**src/rtl/pwm_gate_shaper.sv**
```systemverilog
module pwm_gate_shaper #(
  parameter int NPH   = 3,
  parameter int DLY_W = 6,
  parameter int DEL_W = 7
) (
  input  logic             clk,
  input  logic             rst_n,
  input  logic             tick,
  input  logic [NPH-1:0]   pwm_in,
  input  logic [DLY_W-1:0] dly_code,
  input  logic [DEL_W-1:0] del_code,
  output logic [NPH-1:0]   gate_top,
  output logic [NPH-1:0]   gate_bot
);
  localparam logic [DLY_W-1:0] DLY_MAX = {DLY_W{1'b1}};
  localparam logic [DEL_W-1:0] DEL_MAX = {DEL_W{1'b1}};

  logic [DLY_W-1:0] dead_len;
  logic [DEL_W-1:0] min_len;

  assign dead_len = DLY_MAX - dly_code;
  assign min_len  = DEL_MAX - del_code;

  for (genvar g = 0; g < NPH; g++) begin : g_ph
    logic             filt, rdy;
    logic [DEL_W-1:0] wcnt;
    logic [DLY_W-1:0] dcnt;
    logic             differ, flip, dead_done;

    assign differ    = pwm_in[g] != filt;
    assign flip      = differ && (min_len == '0 ||
                       (tick && ({1'b0, wcnt} + 1'b1 >= {1'b0, min_len})));
    assign dead_done = dead_len == '0 ||
                       (tick && ({1'b0, dcnt} + 1'b1 >= {1'b0, dead_len}));

    always_ff @(posedge clk or negedge rst_n) begin
      if (!rst_n) begin
        filt <= 1'b0;
        wcnt <= '0;
      end else if (flip) begin
        filt <= ~filt;
        wcnt <= '0;
      end else if (!differ) begin
        wcnt <= '0;
      end else if (tick) begin
        wcnt <= wcnt + 1'b1;
      end
    end

    always_ff @(posedge clk or negedge rst_n) begin
      if (!rst_n) begin
        rdy  <= 1'b0;
        dcnt <= '0;
      end else if (flip) begin
        rdy  <= dead_len == '0;
        dcnt <= '0;
      end else if (!rdy) begin
        if (dead_done) rdy <= 1'b1;
        else if (tick) dcnt <= dcnt + 1'b1;
      end
    end

    assign gate_top[g] = filt & rdy;
    assign gate_bot[g] = ~filt & rdy;
  end
endmodule

```
**config.mk**
```make
export PLATFORM = sky130hd
export DESIGN_NAME = pwm_gate_shaper
export DESIGN_NICKNAME = d
export VERILOG_FILES = /design/src/rtl/pwm_gate_shaper.sv
export SDC_FILE = /design/constraint.sdc
export NUM_CORES = 1
export LEC_CHECK = 0
export BUFFER_PORTS_ARGS = -buffer_cell sky130_fd_sc_hd__buf_2
export CAP_MARGIN = 10
export CORE_MARGIN = 2
export CORE_UTILIZATION = 50
export CTS_CLUSTER_SIZE = 16
export DETAILED_ROUTE_END_ITERATION = 12
export PLACE_DENSITY = 0.76
export RECOVER_POWER = 50
export SLEW_MARGIN = 20
export SYNTH_ARGS = -nofsm -noshare
export SYNTH_HDL_FRONTEND = slang
export SYNTH_SLANG_ARGS = --single-unit
```
**constraint.sdc**
```tcl
create_clock -name clk -period 2.65 [get_ports clk]
set_input_delay 0 -clock clk [delete_from_list [all_inputs] [get_ports clk]]
set_output_delay 0 -clock clk [all_outputs]
set_load 0.02 [all_outputs]
```
==> parameters.txt <==
Parameter                              Value

Final layout
  Number of diodes ... 0
  Post-synthesis to final-layout area growth ... 16.3%
  Area of all placed cells without fillers ... 4130 µm²
  Final Non-Filler Cells ... 518
  Share of final-layout standard cells stronger than drive strength 1 ... approximately 20%
  Count of filler cells inserted in the layout ... about 600
  Most common cell after layout, fill and taps aside ... dfrtp_1
  Most frequent cells in the layout ... dfrtp_1, ha_1, xnor2_1, nand2_1, buf_2
  Final net count ... just under 500

Yosys
  Syn_area_per_cell ... around 9.5 µm²
  Number of distinct library cells after synthesis ... 57
  Largest family of logic cells by synthesized area ... compound AO/OA/AOI/OAI gates
  Share of cell area taken by muxes after synthesis ... between 2 and 2.5%
  Number of instances in the synthesized netlist ... between 300 and 400
  Post-synthesis instance area ... approximately 3600 µm²
  Fraction of the mapped netlist area in adder cells ... between 10% and 20%
  Fraction of synthesized cell area in xor and xnor cells ... 11.1%
  Share of synthesized area occupied by flip-flops and latches ... a little under a third
  Async set-or-reset flop fraction in the synthesized netlist ... 100%
  Flops & latches, synth ... 45
  Number of warning messages in the yosys log ... 0
  EDFF count, synth ... 0
  Number of nets in the synthesized netlist ... around 440
  Basic-gate share of the synthesized area counting and, or, nand and nor cells ... approximately 17%
  Synth Area in Compound Gates ... 19.0%
  Leading register cell type out of synthesis ... dfrtp_1

Timing
  Final Hold Fails ... 0
  Highest achievable clock rate ... 390 MHz
  Post-route clock period utilization ... between 90% and 100%
  Min Clock Period, post-route ... about 2.6 ns
  Worst Max-Slew Pin Slew ... 1.15 ns
  Final setup skew ... ~0.013 ns
  Endpoints failing setup ... 0
  Max transition margin ... approximately a quarter
  Worst setup margin ... ~0.084 ns
  Final count of pins violating max slew ... 0
  Unrepaired setup endpoints after global routing ... true

Clocking
  Largest buffer count on any clock path ... 2
  Number of clock sinks ... 45
  Total clock buffers created by CTS ... 5
  Source-to-sink clock delay at the later pin of the worst-skew pair ... ~0.3 ns
  H-tree depth ... 2
  Clock transition time at the flip-flop clock pins of the worst setup and hold paths ... approximately 0.090 ns
  TritonCTS clock tree ... built
  Cell at the root of the clock tree ... clkbuf_8

Floorplanning
  Number of ports placed on the die boundary ... 25
  Die Y ... around 90 µm
  Core region area ... a little under 7000 µm²
  Die Span X ... a little under 90 µm
  Initial core utilization ... 52.0%
  Placement Rows ... 30
  Full die area ... 7790 µm²

Placed design
  Detailed-placement wirelength estimate ... a little under 6000 µm
  Pre-CTS setup slack ... -0.0491 ns
  Number of cells in the design after placement ... 497
  Port bufs ... 24
  Global placement routability congestion ... ~0.9
  Total placed instance area ... between 3000 and 4000 µm²

Power and ir drop
  Leakage ... between 0.0015 and 0.002 µW
  Reg power frac ... 35.3%
  Net switching share of the total power ... between 40% and 50%
  Logic pwr share ... 51.3%
  Overall power consumption ... between 3000 and 4000 µW
  Cell internal pwr ... 1770 µW
  Power per unit of standard cell area ... around 760 nW/µm²
  Power dissipated by switching net loads ... approximately 1400 µW
  Clock network fraction of design power ... between 10 and 15%
  Worst-case vdd ir drop ... 0.000423 V

Setup path
  Worst EP arrival ... between 2 and 3 ns
  Kind of start point of the critical path ... flop
  Worst Path Required ... 2.88 ns
  Critical Path End Type ... flop
  RR Startpoint ... g_ph[0].dcnt[0]
  Critical Path End ... g_ph[0].dcnt[5]
  FF-to-FF path depth ... 9
  Startpoint-to-endpoint class of the critical path ... reg -> reg
  Crit path launch ... g_ph[0].dcnt[0]
  Crit path max fanout ... 8
  Crit Reg-Reg Endpoint ... g_ph[0].dcnt[5]
  Reg-to-reg slack, setup ... between 0.08 and 0.09 ns

Global routing
  Vias in the first global route ... 2825
  Maximum number of pins on one net before global-route repair ... 46
  Wire length of the first global-routing pass ... approximately 13000 µm
  GR Util All Layers ... 21.4%
  GRT Residual Overflow ... 0
  Antenna violations before repair ... 0

Drt
  Via count ... 2967
  Vias per std cell ... ~5.7
  Number of search-and-repair iterations in the first detailed-routing pass ... 4
  Routed len/inst ... around 15 µm
  Initial drt markers ... between 100 and 150
  DRC Markers ... 0
  Total routed wirelength ... about 8000 µm
  Antenna-violating nets left ... 0

Min path
  Worst min-delay path class ... in -> reg
  Cell count of the worst hold path ... 3

Job
  Number of maximum-capacitance constraint violations ... 0

Run status
  Status ... completed
==> stage by stage <==
| stage | TNS, ns | utilization, % | hold slack (ns) |
|---|---|---|---|
| 4_1_cts | 0 | 58.2 | 0.228 |
| 3_5_place_dp | -0.0884 | 56.1 | 0.240 |
| 5_1_grt | -0.167 | 60.5 | 0.238 |
| 6_report | 0 | 60.5 | 0.224 |
| 2_1_floorplan | 0 | - | -0.296 |
| 3_3_place_gp | 0 | 56.1 | 0.229 |
==> layout make-up <==
class                           instances  area [µm²]  area share (%)
Inverter                               16        60.1            1.45
Clock buffer                            8        80.1            1.94
Timing Repair Buffer                   47         303            7.33
Sequential cell                        45        1130            27.3
Tap cell                               96         120            2.91
Multi-Input combinational cell        306        2440            59.0
==> cell families (layout without fill, tap and decap cells) <==
logic type | after synthesis | count (layout)
AND/OR/NAND/NOR | 119 | 119
AO/OA/AOI/OAI | 89 | 89
buffers and inverters | 23 | 71
XOR/XNOR | 45 | 45
multiplexers | 8 | 8
flip-flops | 45 | 45
adder cells (fa/ha/maj) | 45 | 45
==> worst min-delay path by stage <==
stage                            endpoint  slack (ns)  start
after CTS                     g_ph[2].rdy        0.23   tick
final                         g_ph[2].rdy        0.22   tick
after global placement    g_ph[1].dcnt[2]        0.23  rst_n
after global routing          g_ph[2].rdy        0.24   tick
after detailed placement  g_ph[1].dcnt[2]        0.24  rst_n
after floorplan           g_ph[0].dcnt[0]       -0.30  rst_n
==> registers in the layout, summed over array words and instances, names as in the netlist <==
register	count
g_ph.dcnt	18
g_ph.filt	3
g_ph.rdy	3
g_ph.wcnt	21
==> power by group through the flow <==
stage | logic (µW) | clock network [µW] | registers (µW)
CTS | 1480 | 430 | 1090
global route | 1810 | 458 | 1150
floorplan | 1090 | 0 | 1050
detailed placement | 1440 | 0 | 1110
global placement | 1360 | 0 | 1090
finish | 1610 | 420 | 1110
==> per-layer routing <==
metal / part of all wire [%] / vias up / track usage [%] / routed length, µm
met3: 2.8 / 11 / 3.17 / 224
met5: 0 / - / 0 / 0
met2: 50 / 51 / 35.5 / 3980
met1: 46 / 1422 / 29.0 / 3630
met4: 1.7 / 0 / 6.89 / 132
li1: - / 1483 / - / -
==> worst max-delay path: stages (launching register included) <==
cell       delay [ns]
dfrtp_2          0.42
ha_4             0.17
nand3_2          0.10
xnor2_1          0.20
ha_1             0.29
a21o_1           0.21
a221oi_4         0.34
o2111ai_4        0.22
or3_1            0.36
a21oi_1          0.17
==> what timing repair did <==
item | in CTS | in global routing
resized for setup | 3 | 20
endpoints found under the hold margin | 48 | 0
endpoints found under the setup margin | 4 | 32
buffers inserted | 0 | 9
pin swaps | 1 | 10
hold buffers | 4 | 0
==> Yosys cell counts, types with 3 or more instances <==
library cell | instances | area, µm²
a211oi_2 | 3 | 37.5
a21o_1 | 3 | 22.5
a21oi_1 | 21 | 105
and2_1 | 5 | 31.3
and3_1 | 5 | 31.3
buf_2 | 3 | 15.0
dfrtp_1 | 45 | 1130
ha_1 | 45 | 563
inv_1 | 15 | 56.3
mux2_1 | 3 | 33.8
mux2i_1 | 5 | 50.1
nand2_1 | 23 | 86.3
nand3_1 | 18 | 90.1
nand4_1 | 8 | 50.1
nor2_1 | 19 | 71.3
nor2b_1 | 3 | 18.8
nor3_1 | 16 | 80.1
o211ai_1 | 3 | 22.5
o21a_1 | 3 | 22.5
o21ai_0 | 17 | 85.1
o21ai_1 | 7 | 35.0
o22ai_1 | 5 | 31.3
or2_1 | 3 | 18.8
or3_1 | 10 | 62.6
xnor2_1 | 24 | 210
xor2_1 | 21 | 184
No activity file was read; power rests on OpenSTA's default activity.
